## src/rtl/i2c_tgt_pkg.sv

```systemverilog
package i2c_tgt_pkg;

    typedef enum logic [3:0] {
        ST_IDLE,
        ST_ADDR,
        ST_ADDR_ACK,
        ST_IGNORE,
        ST_RX,
        ST_RX_WAIT,
        ST_RX_ACK,
        ST_TX_WAIT,
        ST_TX,
        ST_TX_ACK
    } tgt_state_e;

    typedef struct packed {
        logic start;
        logic stop;
        logic scl_rise;
        logic scl_fall;
    } bus_evt_t;

endpackage

```

## src/rtl/i2c_glitch_filter.sv

```systemverilog
module i2c_glitch_filter #(
    parameter logic RST_LVL = 1'b1
) (
    input  logic clk,
    input  logic rst_n,
    input  logic line_i,
    output logic line_o
);

    logic smp0, smp1;

    // two consecutive agreeing samples are needed before the output moves
    always_ff @(posedge clk or negedge rst_n) begin
        if (!rst_n) begin
            smp0   <= RST_LVL;
            smp1   <= RST_LVL;
            line_o <= RST_LVL;
        end else begin
            smp0 <= line_i;
            smp1 <= smp0;
            if (smp0 == smp1)
                line_o <= smp1;
        end
    end

    // any output change is backed by two pin samples at the new level
    p_filter_settle_r1: assert property (@(posedge clk) disable iff (!rst_n)
        !$stable(line_o) |-> ($past(line_i, 2) == line_o && $past(line_i, 3) == line_o));

endmodule

```

## src/rtl/i2c_bus_monitor.sv

```systemverilog
module i2c_bus_monitor
    import i2c_tgt_pkg::*;
(
    input  logic     clk,
    input  logic     rst_n,
    input  logic     scl,
    input  logic     sda,
    output bus_evt_t evt,
    output logic     busy
);

    logic scl_q, sda_q;

    always_ff @(posedge clk or negedge rst_n) begin
        if (!rst_n) begin
            scl_q <= 1'b1;
            sda_q <= 1'b1;
        end else begin
            scl_q <= scl;
            sda_q <= sda;
        end
    end

    always_comb begin
        evt.start    = scl & scl_q & sda_q & ~sda;
        evt.stop     = scl & scl_q & ~sda_q & sda;
        evt.scl_rise = scl & ~scl_q;
        evt.scl_fall = ~scl & scl_q;
    end

    always_ff @(posedge clk or negedge rst_n) begin
        if (!rst_n)
            busy <= 1'b0;
        else if (evt.start)
            busy <= 1'b1;
        else if (evt.stop)
            busy <= 1'b0;
    end

    // busy follows the bus conditions
    p_busy_on_start_r2: assert property (@(posedge clk) disable iff (!rst_n)
        evt.start |=> busy);
    p_busy_off_stop_r2: assert property (@(posedge clk) disable iff (!rst_n)
        evt.stop |=> !busy);

endmodule

```

## src/rtl/i2c_addr_cfg.sv

```systemverilog
module i2c_addr_cfg #(
    parameter int               ADDR_W   = 7,
    parameter logic [ADDR_W-1:0] DEF_ADDR = 7'h2A
) (
    input  logic              clk,
    input  logic              rst_n,
    input  logic              busy,
    input  logic              wr,
    input  logic [ADDR_W-1:0] wdata,
    output logic [ADDR_W-1:0] own_addr
);

    logic              pend;
    logic [ADDR_W-1:0] pend_val;

    always_ff @(posedge clk or negedge rst_n) begin
        if (!rst_n) begin
            own_addr <= DEF_ADDR;
            pend     <= 1'b0;
            pend_val <= '0;
        end else if (wr && !busy) begin
            own_addr <= wdata;
            pend     <= 1'b0;
        end else if (wr) begin
            pend     <= 1'b1;
            pend_val <= wdata;
        end else if (pend && !busy) begin
            own_addr <= pend_val;
            pend     <= 1'b0;
        end
    end

    // the address in effect never moves out of a busy cycle
    p_addr_frozen_r12: assert property (@(posedge clk) disable iff (!rst_n)
        $past(busy) |-> $stable(own_addr));

endmodule

```

## src/rtl/i2c_target_frontend.sv

```systemverilog
module i2c_target_frontend
    import i2c_tgt_pkg::*;
#(
    parameter int                 DATA_W   = 8,
    parameter logic [DATA_W-2:0]  DEF_ADDR = 7'h2A
) (
    input  logic              clk,
    input  logic              rst_n,
    input  logic              scl_i,
    input  logic              sda_i,
    output logic              scl_oe,
    output logic              sda_oe,
    output logic              scl_f,
    output logic              sda_f,
    output logic              bus_busy,
    input  logic              gc_en,
    input  logic              cfg_wr,
    input  logic [DATA_W-2:0] cfg_addr,
    output logic [DATA_W-2:0] own_addr,
    output logic              rx_valid,
    input  logic              rx_ready,
    output logic [DATA_W-1:0] rx_data,
    input  logic              tx_valid,
    output logic              tx_ready,
    input  logic [DATA_W-1:0] tx_data
);

    localparam int ADDR_W    = DATA_W - 1;
    localparam int NUM_LINES = 2;
    localparam int CNT_W     = $clog2(DATA_W + 1);
    localparam logic [CNT_W-1:0] CNT_FULL = CNT_W'(DATA_W);
    localparam logic [CNT_W-1:0] CNT_LAST = CNT_W'(DATA_W - 1);

    // ---------------- line filters ----------------
    logic [NUM_LINES-1:0] raw_lines, filt_lines;
    assign raw_lines = {scl_i, sda_i};

    for (genvar g = 0; g < NUM_LINES; g++) begin : g_filt
        i2c_glitch_filter #(.RST_LVL(1'b1)) u_filt (
            .clk    (clk),
            .rst_n  (rst_n),
            .line_i (raw_lines[g]),
            .line_o (filt_lines[g])
        );
    end

    assign scl_f = filt_lines[1];
    assign sda_f = filt_lines[0];

    // ---------------- condition detection ----------------
    bus_evt_t evt;

    i2c_bus_monitor u_mon (
        .clk   (clk),
        .rst_n (rst_n),
        .scl   (scl_f),
        .sda   (sda_f),
        .evt   (evt),
        .busy  (bus_busy)
    );

    // ---------------- own address ----------------
    i2c_addr_cfg #(.ADDR_W(ADDR_W), .DEF_ADDR(DEF_ADDR)) u_cfg (
        .clk      (clk),
        .rst_n    (rst_n),
        .busy     (bus_busy),
        .wr       (cfg_wr),
        .wdata    (cfg_addr),
        .own_addr (own_addr)
    );

    // ---------------- protocol engine ----------------
    tgt_state_e        state, nxt;
    logic [DATA_W-1:0] shreg;
    logic [CNT_W-1:0]  bitcnt;
    logic              rw_q;
    logic              nack_q;
    logic              addr_hit;

    assign addr_hit = (shreg[DATA_W-1:1] == own_addr) ||
                      (gc_en && (shreg[DATA_W-1:1] == '0));

    always_ff @(posedge clk or negedge rst_n) begin
        if (!rst_n)
            state <= ST_IDLE;
        else
            state <= nxt;
    end

    always_comb begin
        nxt = state;
        if (evt.stop) begin
            nxt = ST_IDLE;
        end else if (evt.start) begin
            nxt = ST_ADDR;
        end else begin
            unique case (state)
                ST_IDLE:     nxt = ST_IDLE;
                ST_IGNORE:   nxt = ST_IGNORE;
                ST_ADDR:     if (evt.scl_fall && bitcnt == CNT_FULL)
                                 nxt = addr_hit ? ST_ADDR_ACK : ST_IGNORE;
                ST_ADDR_ACK: if (evt.scl_fall)
                                 nxt = rw_q ? ST_TX_WAIT : ST_RX;
                ST_RX:       if (evt.scl_fall && bitcnt == CNT_FULL)
                                 nxt = ST_RX_WAIT;
                ST_RX_WAIT:  if (rx_ready)
                                 nxt = ST_RX_ACK;
                ST_RX_ACK:   if (evt.scl_fall)
                                 nxt = ST_RX;
                ST_TX_WAIT:  if (tx_valid)
                                 nxt = ST_TX;
                ST_TX:       if (evt.scl_fall && bitcnt == CNT_LAST)
                                 nxt = ST_TX_ACK;
                ST_TX_ACK:   if (evt.scl_fall)
                                 nxt = nack_q ? ST_IDLE : ST_TX_WAIT;
                default:     nxt = ST_IDLE;
            endcase
        end
    end

    // datapath: shift register, bit counter, direction and acknowledge flags
    always_ff @(posedge clk or negedge rst_n) begin
        if (!rst_n) begin
            shreg  <= '0;
            bitcnt <= '0;
            rw_q   <= 1'b0;
            nack_q <= 1'b0;
        end else if (evt.start) begin
            bitcnt <= '0;
        end else begin
            unique case (state)
                ST_ADDR, ST_RX: begin
                    if (evt.scl_rise) begin
                        shreg  <= {shreg[DATA_W-2:0], sda_f};
                        bitcnt <= bitcnt + 1'b1;
                    end
                    if (state == ST_ADDR && evt.scl_fall && bitcnt == CNT_FULL)
                        rw_q <= shreg[0];
                end
                ST_ADDR_ACK, ST_RX_ACK: bitcnt <= '0;
                ST_TX_WAIT: begin
                    if (tx_valid) begin
                        shreg  <= tx_data;
                        bitcnt <= '0;
                    end
                end
                ST_TX: begin
                    if (evt.scl_fall) begin
                        shreg  <= {shreg[DATA_W-2:0], 1'b1};
                        bitcnt <= bitcnt + 1'b1;
                    end
                end
                ST_TX_ACK: begin
                    if (evt.scl_rise)
                        nack_q <= sda_f;
                end
                default: ;
            endcase
        end
    end

    // outputs
    always_comb begin
        scl_oe   = 1'b0;
        sda_oe   = 1'b0;
        rx_valid = 1'b0;
        tx_ready = 1'b0;
        unique case (state)
            ST_ADDR_ACK, ST_RX_ACK: sda_oe = 1'b1;
            ST_RX_WAIT: begin
                scl_oe   = 1'b1;
                rx_valid = 1'b1;
            end
            ST_TX_WAIT: begin
                scl_oe   = 1'b1;
                tx_ready = 1'b1;
            end
            ST_TX:   sda_oe = ~shreg[DATA_W-1];
            default: ;
        endcase
    end

    assign rx_data = shreg;

    // any START puts the engine back on the address byte
    p_start_resync_r10: assert property (@(posedge clk) disable iff (!rst_n)
        evt.start && !evt.stop |=> state == ST_ADDR);

    // an unaccepted byte stays put and the clock stays stretched
    p_rx_hold_r7: assert property (@(posedge clk) disable iff (!rst_n)
        rx_valid && !rx_ready && !evt.start && !evt.stop |=> rx_valid && scl_oe && $stable(rx_data));

    // after a NACK the lines are let go
    p_nack_release_r9: assert property (@(posedge clk) disable iff (!rst_n)
        state == ST_TX_ACK && evt.scl_fall && nack_q && !evt.start && !evt.stop |=> !sda_oe && !scl_oe && !tx_ready);

endmodule

```

## config.mk

```make
export PLATFORM = sky130hd
export DESIGN_NAME = i2c_target_frontend
export DESIGN_NICKNAME = d
export VERILOG_FILES = /design/src/rtl/i2c_tgt_pkg.sv /design/src/rtl/i2c_glitch_filter.sv /design/src/rtl/i2c_bus_monitor.sv /design/src/rtl/i2c_addr_cfg.sv /design/src/rtl/i2c_target_frontend.sv
export SDC_FILE = /design/constraint.sdc
export NUM_CORES = 1
export LEC_CHECK = 0
export ABC_AREA = 1
export BUFFER_PORTS_ARGS = -buffer_cell sky130_fd_sc_hd__buf_2
export CAP_MARGIN = 20
export CELL_PAD_IN_SITES_DETAIL_PLACEMENT = 0
export CELL_PAD_IN_SITES_GLOBAL_PLACEMENT = 2
export CORE_ASPECT_RATIO = 0.9
export CORE_UTILIZATION = 33
export CTS_BUF_LIST = sky130_fd_sc_hd__clkbuf_8
export DETAILED_ROUTE_END_ITERATION = 8
export PLACE_DENSITY = 0.82
export SYNTH_ARGS = -nofsm -noshare
export SYNTH_HDL_FRONTEND = slang
export SYNTH_SLANG_ARGS = --single-unit
```

## constraint.sdc

```tcl
create_clock -name clk -period 2.2 [get_ports clk]
set_input_delay 0.33 -clock clk [delete_from_list [all_inputs] [get_ports clk]]
set_output_delay 0.33 -clock clk [all_outputs]
set_load 0.005 [all_outputs]
```

After elaboration in Yosys (flattened, before gate mapping)
Index checks and enable logic that the tools add are counted.
- output and inout bits: 22
- bits in registers: 42
- multiplexer cells: 35
- bitwise logic cells: 14
- add/subtract/negate cells: 1
- reductions and logical operators: 25
- equal/unequal tests: 29
- operator list (operator ; number):
    $mux W4 ; 14
    $pmux W4 S9 ; 1
    $ne A4 B4 Y1 const B ; 8
    $mux W8 ; 3
    $pmux W8 S3 ; 1
    $mux W7 ; 3
    $eq A4 B3 Y1 const B ; 5
    $pmux W4 S4 ; 1
    $eq A4 B4 Y1 const B ; 3
    $mux W1 ; 9
    $ne A3 B3 Y1 const B ; 3
    $eq A4 B2 Y1 const B ; 2
    $reduce_and A8 Y1 ; 1
    $and A1 B1 Y1 ; 7
    $eq A7 B7 Y1 ; 1
    $logic_and A1 B1 Y1 ; 7
    $logic_not A7 Y1 ; 1
    $not A1 Y1 ; 7
    $ne A2 B2 Y1 const B ; 3
    $reduce_and A3 Y1 ; 2
    $reduce_bool A3 Y1 ; 2
    $reduce_or A2 Y1 ; 3
    $reduce_and A5 Y1 ; 1
    $reduce_bool A5 Y1 ; 1
    12 further kinds ; 15

Logic depth before layout (Yosys ltp)
Gate-level depths: netlist of the first run.
- depth in word-level cells: 8
- gate-level depth with buffers: 11

Modules after synthesis
From an unflattened synthesis of the first run, not the netlist that was laid out.
- cells, all modules: 327
- area, all modules: 2532.4 sq um
- by module, submodules not included (module ; area an instance (sq um) ; sequential area each (sq um) ; instances ; cells an instance):
    i2c_target_frontend ; 1508.9 ; 450.4 ; 1 ; 209
    i2c_addr_cfg ; 701.9 ; 379.1 ; 1 ; 87
    i2c_glitch_filter ; 95.1 ; 78.8 ; 2 ; 7
    i2c_bus_monitor ; 131.4 ; 77.6 ; 1 ; 17

Worst setup path before layout of the first run
No wires, ideal clock.
- path kind: reg2reg
- from: register state[1]
- to: register shreg[7] (netlist: rx_data[7])
- setup slack: 679 ps
- cell stages (with the launch flop): 11
- arrival: 1397 ps
- path buffers: 2
- setup time: 123 ps
- path through: dfrtp_1 buf_4 nor2_1 nand2_1 nand2_4 inv_1 a21oi_2 nand2_2 buf_6 nand2_1 o21ai_2
- word-level cells in the longest chain between the ends: 4
- elaborated cells on any way between the ends: 11
- those cells by class: eq/ne: 7; mux: 1; reduce/logical: 3
- ends and longest elaborated chain (element ; RTL line ; RTL):
    from (decl) ; i2c_target_frontend.sv:73 ; tgt_state_e state, nxt;
    from (signal assigned) ; i2c_target_frontend.sv:87 ; state <= nxt;
    $eq A4 B1 Y1 / $eq A4 B3 Y1 (equally long branches) ; i2c_target_frontend.sv:131 ; unique case (state)
    $reduce_or A2 Y1 ; i2c_target_frontend.sv:131 ;
    $ne A2 B2 Y1 (no source line) / $reduce_bool A3 Y1 (equally long branches) ; -- ;
    $reduce_and A5 Y1 (no source line) ; -- ;
    to (signal assigned) ; i2c_target_frontend.sv:134 ; shreg <= {shreg[DATA_W-2:0], sda_f};
    to (signal assigned) ; i2c_target_frontend.sv:143 ; shreg <= tx_data;
    to (signal assigned) ; i2c_target_frontend.sv:149 ; shreg <= {shreg[DATA_W-2:0], 1'b1};
    to (decl) ; i2c_target_frontend.sv:74 ; logic [DATA_W-1:0] shreg;
Parallel ways exist; a longest one is shown, timed or not.
A chain may end at the register's enable or synchronous reset.

Worst setup path in the final report of the first run
- from: register state[1]
- to: output port sda_oe
- word-level cells in the longest chain between the ends: 3
- elaborated cells on any way between the ends: 5
- those cells by class: eq/ne: 3; mux: 1; reduce/logical: 1
- ends and longest elaborated chain (element ; RTL line ; RTL):
    $eq A4 B2 Y1 / $eq A4 B3 Y1 (equally long branches) ; i2c_target_frontend.sv:168 ; unique case (state)
    $reduce_or A2 Y1 ; i2c_target_frontend.sv:168 ;
    $pmux W1 S2 (*) ; i2c_target_frontend.sv:168 ;
    to (decl) ; i2c_target_frontend.sv:12 ; output logic sda_oe,
Every way passes the cells marked *; elsewhere a longest branch is shown, timed or not.

==> results.py, run 1 <==
metrics = {
    "synthesis": {
        "synth_seq_area_share_pct": 46.99,
        "syn_inst": 271,
        "yosysTopAreaCellShare_pct": 34.24,
        "yosysWarnings": 0,
        "post-synth-top-area-cell": "dfrtp_1",
        "synth_area_um2": 2266,
        "avgSynthCellArea_um2": 8.361,
        "synth_area_leaders": "dfrtp_1, dfstp_2, nand2_1",
        "ys_seq_elements": 42,
        "yosysUniqueCellTypes": 34,
        "synth_nets": 296,
    },
    "floorplan": {
        "core_area_um2": 6621,
        "start_util_pct": 34.22,
        "dieArea_um2": 7202,
        "ios": 45,
        "dieWidth_um": 89.35,
        "rows": 28,
        "die_h_um": 80.61,
    },
    "clock_tree": {
        "clk_path_buf_depth": 2,
        "path_clk_slew_ns": 0.09,
        "hold_buffers": 0,
        "h-tree-depth": 2,
        "worstSkewPairLatency_ns": 0.30,
        "cts_setup_buffers": 0,
        "cts_tree": "done",
        "cts.sinks": 42,
        "root_buffer": "clkbuf_8",
        "cts_resized": 0,
        "cts_buffers": 5,
    },
    "global_route": {
        "grt_remaining_overflow": 0,
        "grt_use_total_pct": 16.53,
        "grt_max_degree": 43,
        "antenna_found_initial": 0,
        "grt_pass1_vias": 1791,
        "grt_pass1_wl_um": 8949,
    },
    "timing": {
        "tns_ns": 0,
        "final-setup-viol-count": 0,
        "rsz0062_at_grt": "no",
        "fmax_mhz": 527.9,
        "finalCritPeriodShare_pct": 86.10,
        "worst_slew_pin_slew_ns": 0.5308,
        "max_slew_margin_pct": 64.61,
        "hold_viol": 0,
        "finalMaxSlewViolations": 0,
        "skew_ns": 0.01145,
        "period_minus_slack_ns": 1.894,
    },
    "finish": {
        "drive_gt1_share_pct": 28.97,
        "final_core_util_pct": 40.40,
        "syn_to_final_growth_pct": 18.06,
        "final_common_cell": "nand2_1",
        "layout_common_cells": "nand2_1, buf_2, inv_1, dfrtp_1, o21ai_0",
        "nets": 345,
        "design_area_um2": 2675,
        "antenna_cells": 0,
    },
    "critical_path": {
        "worstPathRequired_ns": 1.87,
        "startpoint": "state[1]",
        "crit_path_end_kind": "output pin",
        "r2r_setup_slack_ns": 0.39,
        "cp_slowest_cell": "dfrtp_1",
        "crit_chain": "nor2_1 > nand2_1 > o21ai_0 > buf_2",
        "max_stage_delay_ns": 0.51,
        "startpoint_type": "flip-flop",
        "crit_fanout": 9,
        "critPathArrivalTime_ns": 1.56,
        "reg2reg_to": "state[0]",
        "crit_type": "flip-flop to output pin",
        "r2r_start": "g_filt[1].u_filt.line_o",
        "reg2reg_depth": 6,
    },
    "power_and_ir_drop": {
        "power_density_nw_per_um2": 1254,
        "p_leak_uw": 0.001312,
        "peakVddDrop_uv": 495.9,
        "total_power_uw": 3355,
    },
    "routing": {
        "antenna_left": 0,
        "num_vias": 1955,
        "wirelength_um": 5433,
        "drc": 0,
        "drt-pass1-iter-count": 4,
        "drtIter0Drc": 90,
        "routed_via_density": 4.757,
        "wire_per_inst_um": 13.22,
    },
    "place": {
        "dpl.hpwl_um": 4138,
        "io_buffers": 44,
        "place_congestion": 0.8588,
        "placed_area_um2": 2589,
    },
    "run": {
        "cap_viol_max_count": 0,
    },
    "run_status": {
        "outcome": "finished clean",
    },
    "min_path": {
        "hold_class": "input port to asynchronous set/reset pin",
    },
}
-- per-stage QoR --
stage / hold slack, ns / cells / setup WS (ns)
2_1_floorplan: 0.03441 / 271 / 0.6794
3_3_place_gp: 0.3595 / 403 / 0.4003
3_5_place_dp: 0.3617 / 403 / 0.3762
4_1_cts: 0.1067 / 411 / 0.3224
5_1_grt: 0.1052 / 411 / 0.2110
6_report: 0.08181 / 411 / 0.3057
-- Yosys cell counts --
master / number
nor3_1: 3
clkbuf_1: 1
ha_1: 2
nand3_1: 19
dfrtp_1: 31
nor3b_1: 1
maj3_1: 2
dfstp_2: 11
buf_6: 1
nand2_1: 61
mux2i_1: 1
nor4_1: 1
o22ai_1: 7
nor2_4: 2
o21ai_0: 25
inv_2: 2
nand2_2: 3
a21oi_4: 1
inv_1: 30
nand4_1: 5
a31oi_1: 1
nor2_1: 21
nand3b_1: 1
buf_2: 2
nand2_4: 2
xnor2_1: 1
xor2_1: 1
o21ai_2: 9
mux2_2: 7
a21oi_2: 1
a21oi_1: 12
nor3_4: 1
buf_4: 1
clkinv_1: 2
-- state kept, by name (all words and copies together), names as in the netlist --
register and flops:
g_filt.u_filt.line_o 2, g_filt.u_filt.smp0 2, u_cfg.pend 1, state 4, bitcnt 4, rw_q 1
u_mon.sda_q 1, u_cfg.pend_val 7, u_cfg.own_addr 7, u_mon.scl_q 1, u_mon.busy 1, nack_q 1
rx_data 8, g_filt.u_filt.smp1 2
-- per-layer routing --
metal	vias up	GRT usage, %	part of all wire [%]
met5	-	0	0
met4	0	4.762	1.0
met3	6	3.083	4.9
met2	54	23.36	41
met1	896	25.19	53
li1	999	-	-
-- final cells by class --
class,count,area (um2)
clock inverter,3,17.52
fill,695,3946
inverter,34,127.6
sequential,42,1065
tap,90,112.6
multi-input combinational,190,1041
clock buffer,5,68.82
timing repair buffer,47,242.7
-- kinds of logic after synthesis --
| family | Yosys count | share of synthesized area [%] |
|---|---|---|
| buffers and inverters | 39 | 7.068 |
| AOI/OAI and AO/OA | 56 | 14.96 |
| xor gates and xnor gates | 2 | 0.7732 |
| and+or+nand+nor | 120 | 24.30 |
| DFF | 42 | 46.99 |
| adders and majority gates | 4 | 1.988 |
| muxes | 8 | 3.921 |
-- critical path: cells and delay by family (launching register included) --
family | cells | cell delay [ns]
AND/OR/NAND/NOR | 2 | 0.37
buffers and inverters | 1 | 0.16
AO/OA/AOI/OAI | 1 | 0.23
flip-flops | 1 | 0.51
-- power breakdown --
part	total (uW)	switching, uW	internal, uW
clock network	502	283	220
registers	1340	275	1070
logic	1510	900	611
-- how the worst max path moves through the flow --
| stage | end | slack, ns | cells after the start |
|---|---|---|---|
| floorplan | rx_data[7] | 0.68 | 10 |
| global placement | state[0] | 0.40 | 6 |
| detailed placement | bitcnt[3] | 0.38 | 5 |
| CTS | sda_oe | 0.32 | 4 |
| global route | sda_oe | 0.21 | 4 |
| finish | sda_oe | 0.31 | 4 |
No activity file was read; power rests on OpenSTA's default activity.
==> run 2: changes to the inputs <==
Settings changed: CORE_ASPECT_RATIO 0.9 to 0.8.
==> run 2 against run 1 <==
Final area is 0.56% lower; sequential cell count unchanged; power grew 0.17%; critical path type is now flip-flop to flip-flop.
==> results.py, run 2 (synthesized netlist as in run 1, its figures left out) <==
metrics = {
    "finish": {
        "largest_register_ffs": 8,
        "layout_common_cells": "nand2_1, buf_2, inv_1, dfrtp_1, o21ai_0",
        "antenna_cells": 0,
        "final_common_cell": "nand2_1",
        "fill_cells": 688,
        "final_core_util_pct": 40.88,
        "syn_to_final_growth_pct": 17.39,
        "drive_gt1_share_pct": 28.75,
        "nets": 344,
    },
    "floorplan": {
        "core_area_um2": 6506,
        "dieWidth_um": 94.65,
        "ios": 45,
        "rows": 26,
        "die_h_um": 76.12,
        "start_util_pct": 34.83,
        "dieArea_um2": 7204,
    },
    "timing": {
        "finalCritPeriodShare_pct": 82.75,
        "max_slew_margin_pct": 60.44,
        "worst_slew_pin_slew_ns": 0.5888,
        "finalMaxSlewViolations": 0,
        "fmax_mhz": 549.3,
        "rsz0062_at_grt": "no",
        "tns_ns": 0,
        "hold_viol": 0,
        "period_minus_slack_ns": 1.820,
        "final-setup-viol-count": 0,
        "skew_ns": 0.005748,
    },
    "critical_path": {
        "crit_chain": "nand2_1 > nor3_4 > clkinv_1 > nand3_1 > nand3_1 > nand2_1",
        "crit_fanout": 9,
        "path_delay_family": "simple AND/OR/NAND/NOR gates",
        "startpoint_type": "flip-flop",
        "max_stage_delay_ns": 0.63,
        "crit_buf_inv": 1,
        "crit_path_end_kind": "flip-flop",
        "cp_slowest_cell": "dfstp_2",
        "critPathArrivalTime_ns": 2.06,
        "crit_type": "flip-flop to flip-flop",
        "worstPathRequired_ns": 2.44,
    },
    "routing": {
        "wire_per_inst_um": 13.67,
        "drtIter0Drc": 80,
        "wirelength_um": 5524,
        "routed_via_density": 4.762,
        "num_vias": 1924,
        "drt-pass1-iter-count": 4,
        "drc": 0,
        "antenna_left": 0,
    },
    "clock_tree": {
        "hold_buffers": 0,
        "clk_path_buf_depth": 2,
        "cts_resized": 0,
        "cts.sinks": 42,
        "h-tree-depth": 2,
        "worstSkewPairLatency_ns": 0.29,
        "root_buffer": "clkbuf_8",
        "path_clk_slew_ns": 0.08,
        "cts_tree": "done",
        "cts_buffers": 5,
        "cts_setup_buffers": 0,
    },
    "global_route": {
        "grt_max_degree": 43,
        "grt_pass1_wl_um": 9225,
        "grt_use_total_pct": 16.79,
        "grt_pass1_vias": 1828,
        "antenna_found_initial": 0,
        "grt_remaining_overflow": 0,
    },
    "power_and_ir_drop": {
        "power_density_nw_per_um2": 1264,
        "p_leak_uw": 0.001307,
        "peakVddDrop_uv": 587.1,
    },
    "min_path": {
        "hold_class": "input port to asynchronous set/reset pin",
    },
    "run_status": {
        "outcome": "finished clean",
    },
    "run": {
        "cap_viol_max_count": 0,
    },
    "place": {
        "dpl.hpwl_um": 4244,
        "io_buffers": 44,
        "place_congestion": 0.8558,
    },
}
[run 2: path summary, 6_finish.rpt]
kind,startpoint,to,slack (ns),cells after the start
max in group asynchronous,rst_n,g_filt[1].u_filt.line_o,1.73,2
worst min-delay path,rst_n,u_cfg.pend_val[3],0.09,2
worst max register to register,g_filt[1].u_filt.line_o,state[0],0.38,6
worst max-delay path,g_filt[1].u_filt.line_o,state[0],0.38,6
worst min register to register,g_filt[0].u_filt.smp0,g_filt[0].u_filt.smp1,0.37,0
min in group clk,sda_i,g_filt[0].u_filt.smp0,0.12,1
[run 2: layer usage]
layer | track usage (%) | part of all wire, %
met1 | 26.23 | 53
met2 | 21.65 | 40
met3 | 4.391 | 5.8
met4 | 6.061 | 1.2
met5 | 0 | 0
[run 2: final cells by class]
class / count / area [um2] / area share, %
clock inverter: 3 / 17.52 / 0.6585
inverter: 34 / 127.6 / 4.798
tap: 84 / 105.1 / 3.951
multi-input combinational: 190 / 1041 / 39.13
clock buffer: 5 / 68.82 / 2.587
sequential: 42 / 1065 / 40.03
timing repair buffer: 46 / 235.2 / 8.843
[run 2: through the flow]
stage	hold slack [ns]	power, uW	cell area (um2)	setup WS, ns	std cells
4_1_cts	0.1043	3401	2660	0.3623	404
6_report	0.09454	3361	2660	0.3795	404
2_1_floorplan	0.03441	2436	2266	0.6794	271
5_1_grt	0.1019	3694	2660	0.1429	404
3_3_place_gp	0.3598	2883	2574	0.3299	396
3_5_place_dp	0.3591	2889	2574	0.3981	396
[run 2: worst register-to-register path: cells and delay by family (launching register included)]
kind	cells	cell delay, ns
buffers and inverters	1	0.36
flip-flops	1	0.63
AND/OR/NAND/NOR	5	0.78
[run 2: power by group]
part	switching, uW	internal (uW)	leakage (uW)	total [uW]
Combinational	921	610	0.000747	1530
Sequential	272	1070	0.000510	1340
Clock	271	219	0.0000493	491
==> run 3: changes to the inputs <==
Settings changed: ABC_AREA 1 to 0, CORE_UTILIZATION 33 to 36, PLACE_DENSITY 0.82 to 0.84.
Clock period 2.2 ns to 1.7 ns, I/O delays scaled along.
==> run 3 against run 2 <==
The run now ends with negative setup slack left; non-clock buffer count is 56 higher; combinational power grew to 2.7 times the previous value; die area is 4.6% lower; worst setup slack worse by 0.70 ns; register-to-register slack worse by 0.70 ns; sequential share of layout area is 8.4 points lower; via count is 11% higher; area after synthesis is 3.9% higher; clock power is 67% higher; critical endpoint is now rx_data[2]; highest routed layer unchanged.
==> results.py, run 3 <==
metrics = {
    "synthesis": {
        "yosysTopAreaCellShare_pct": 32.94,
        "syn_inst": 237,
        "synth_common_cells": "nand2_1, dfrtp_1, nor2_1",
        "yosysMostFrequentCell": "nand2_1",
        "synth_seq_area_share_pct": 45.22,
        "synthFlopType": "dfrtp_1",
        "post-synth-top-area-cell": "dfrtp_1",
        "synth_area_um2": 2355,
        "synth-edff-count": 0,
        "postSynth.asyncResetShare_pct": 100.0,
        "synth_nets": 262,
        "ys_seq_elements": 42,
        "yosysWarnings": 0,
        "synth_area_leaders": "dfrtp_1, dfstp_2, mux2_4",
        "avgSynthCellArea_um2": 9.936,
        "yosysUniqueCellTypes": 49,
    },
    "critical_path": {
        "worstPathRequired_ns": 1.89,
        "crit_type": "flip-flop to flip-flop",
        "max_stage_delay_ns": 0.53,
        "path_delay_family": "simple AND/OR/NAND/NOR gates",
        "r2r_start": "state[1]",
        "reg2reg_to": "rx_data[2]",
        "startpoint_type": "flip-flop",
        "reg2reg_depth": 5,
        "crit_chain": "or4b_4 > o31a_1 > or3_1 > buf_6 > mux2_4",
        "cp_slowest_cell": "or4b_4",
        "crit_buf_inv": 1,
        "critPathArrivalTime_ns": 2.21,
        "crit_path_end_kind": "flip-flop",
        "crit_fanout": 8,
        "r2r_setup_slack_ns": -0.32,
    },
    "routing": {
        "drc": 0,
        "routed_via_density": 5.101,
        "wirelength_um": 6389,
        "drt-pass1-iter-count": 4,
        "antenna_left": 0,
        "drtIter0Drc": 55,
        "num_vias": 2127,
        "wire_per_inst_um": 15.32,
    },
    "timing": {
        "worst_slew_pin_slew_ns": 0.5804,
        "rsz0062_at_grt": "yes",
        "finalMaxSlewViolations": 0,
        "hold_viol": 0,
        "max_slew_margin_pct": 61.23,
        "final-setup-viol-count": 19,
        "fin_ws_ns": -0.3205,
        "hold_slack_ns": 0.04577,
        "skew_ns": 0.007714,
        "fmax_mhz": 494.9,
        "finalCritPeriodShare_pct": 118.9,
        "period_minus_slack_ns": 2.021,
    },
    "finish": {
        "layout_common_cells": "buf_4, buf_2, nand2_1",
        "multi_input_area_um2": 1326,
        "final_common_cell": "buf_4",
        "fill_cells": 568,
        "antenna_cells": 0,
        "drive_gt1_share_pct": 47.32,
        "regArea_um2": 1066,
        "largest_register_ffs": 8,
        "syn_to_final_growth_pct": 43.04,
        "nets": 360,
        "final_cells": 417,
        "final_core_util_pct": 55.22,
        "design_area_um2": 3368,
    },
    "min_path": {
        "min_from": "sda_i",
        "whs_path_depth": 1,
        "hold_class": "input port to flip-flop",
        "holdPathEnd": "g_filt[0].u_filt.smp0",
    },
    "global_route": {
        "grt_use_total_pct": 19.65,
        "grt_max_degree": 26,
        "grt_pass1_wl_um": 10160,
        "grt_pass1_vias": 1962,
        "antenna_found_initial": 0,
        "grt_remaining_overflow": 0,
    },
    "clock_tree": {
        "cts_buffers": 5,
        "cts.sinks": 42,
        "h-tree-depth": 2,
        "path_clk_slew_ns": 0.09,
        "clk_path_buf_depth": 2,
        "cts_tree": "done",
        "worstSkewPairLatency_ns": 0.30,
        "root_buffer": "clkbuf_8",
    },
    "run": {
        "cap_viol_max_count": 0,
    },
    "run_status": {
        "outcome": "finished, violations left",
        "failed_checks": "negative setup slack",
    },
    "place": {
        "place_inst": 400,
        "place_congestion": 0.7900,
        "dpl.hpwl_um": 4601,
        "io_buffers": 44,
        "placed_area_um2": 2997,
    },
    "floorplan": {
        "start_util_pct": 38.61,
        "dieArea_um2": 6871,
        "die_h_um": 74.34,
        "core_area_um2": 6100,
        "dieWidth_um": 92.42,
        "rows": 25,
        "ios": 45,
    },
    "power_and_ir_drop": {
        "peakVddDrop_uv": 643.6,
        "p_leak_uw": 0.001574,
        "power_density_nw_per_um2": 2012,
    },
}
==> run 3: changes by cell type after synthesis, sizes merged, moves of 5 or more <==
cell    before  now
a22oi        0    8
inv         32    5
mux2         7   18
nand2       66   32
nand2b       0    5
nand3       19    4
nor2        23   15
nor2b        0   14
o21ai       34   11
o22ai        7    2
xor2         1    8
==> run 3: how the worst max path moves through the flow <==
stage               cells after the start  slack [ns]    endpoint      from
floorplan                               6       -0.28  rx_data[0]  state[2]
global placement                        7       -0.30  rx_data[3]  state[0]
detailed placement                      7       -0.33  rx_data[4]  state[0]
CTS                                     5       -0.32  rx_data[2]  state[1]
global route                            5       -0.37  rx_data[2]  state[2]
finish                                  5       -0.32  rx_data[2]  state[1]
==> run 3: kinds of logic after synthesis <==
| group | share of synthesized area (%) |
|---|---|
| AO/OA/AOI/OAI | 14.29 |
| XOR/XNOR | 3.348 |
| adder cells (fa/ha/maj) | 1.913 |
| buffers and inverters | 3.772 |
| flip-flops | 45.22 |
| multiplexers | 10.73 |
| AND/OR/NAND/NOR | 20.72 |
==> run 3: per-stage QoR <==
stage	total power, uW	worst slack (ns)	TNS, ns
floorplan	3965	-0.2837	-2.340
global placement	5335	-0.2994	-3.143
detailed placement	5354	-0.3347	-3.463
CTS	6461	-0.3159	-3.603
global route	7286	-0.3717	-5.264
finish	6778	-0.3205	-4.162
==> run 3: area by class of cell <==
class / count / area share (%)
repair buffers: 102 / 21.81
flip-flops and latches: 42 / 31.65
well taps: 81 / 3.009
inverters: 6 / 0.8172
clock buffers: 5 / 2.043
clock inverters: 3 / 1.300
multi-input cells: 178 / 39.38
==> run 3: per-layer routing <==
metal,global-route usage [%],part of all wire [%],up-vias
met3,3.681,3.8,4
met1,28.65,49,1033
met2,30.21,47,51
met5,0,0,-
li1,-,-,1039
met4,5.208,0.66,0
==> run 3: where the power goes <==
part	leakage (uW)	internal (uW)	total [uW]	switching, uW
clock	0.0000585	441	820	380
combinational	0.00103	2290	4130	1840
sequential	0.000482	1450	1830	378
total	0.00157	4180	6780	2590
==> run 3: repair_timing <==
item / 4_1_cts / 5_1_grt
hold buffers: 1 / 0
resized for setup: 18 / 22
pin swaps: 7 / 6
endpoints found under the setup margin: 20 / 20
endpoints found under the hold margin: 9 / 0
setup buffers: 6 / 4
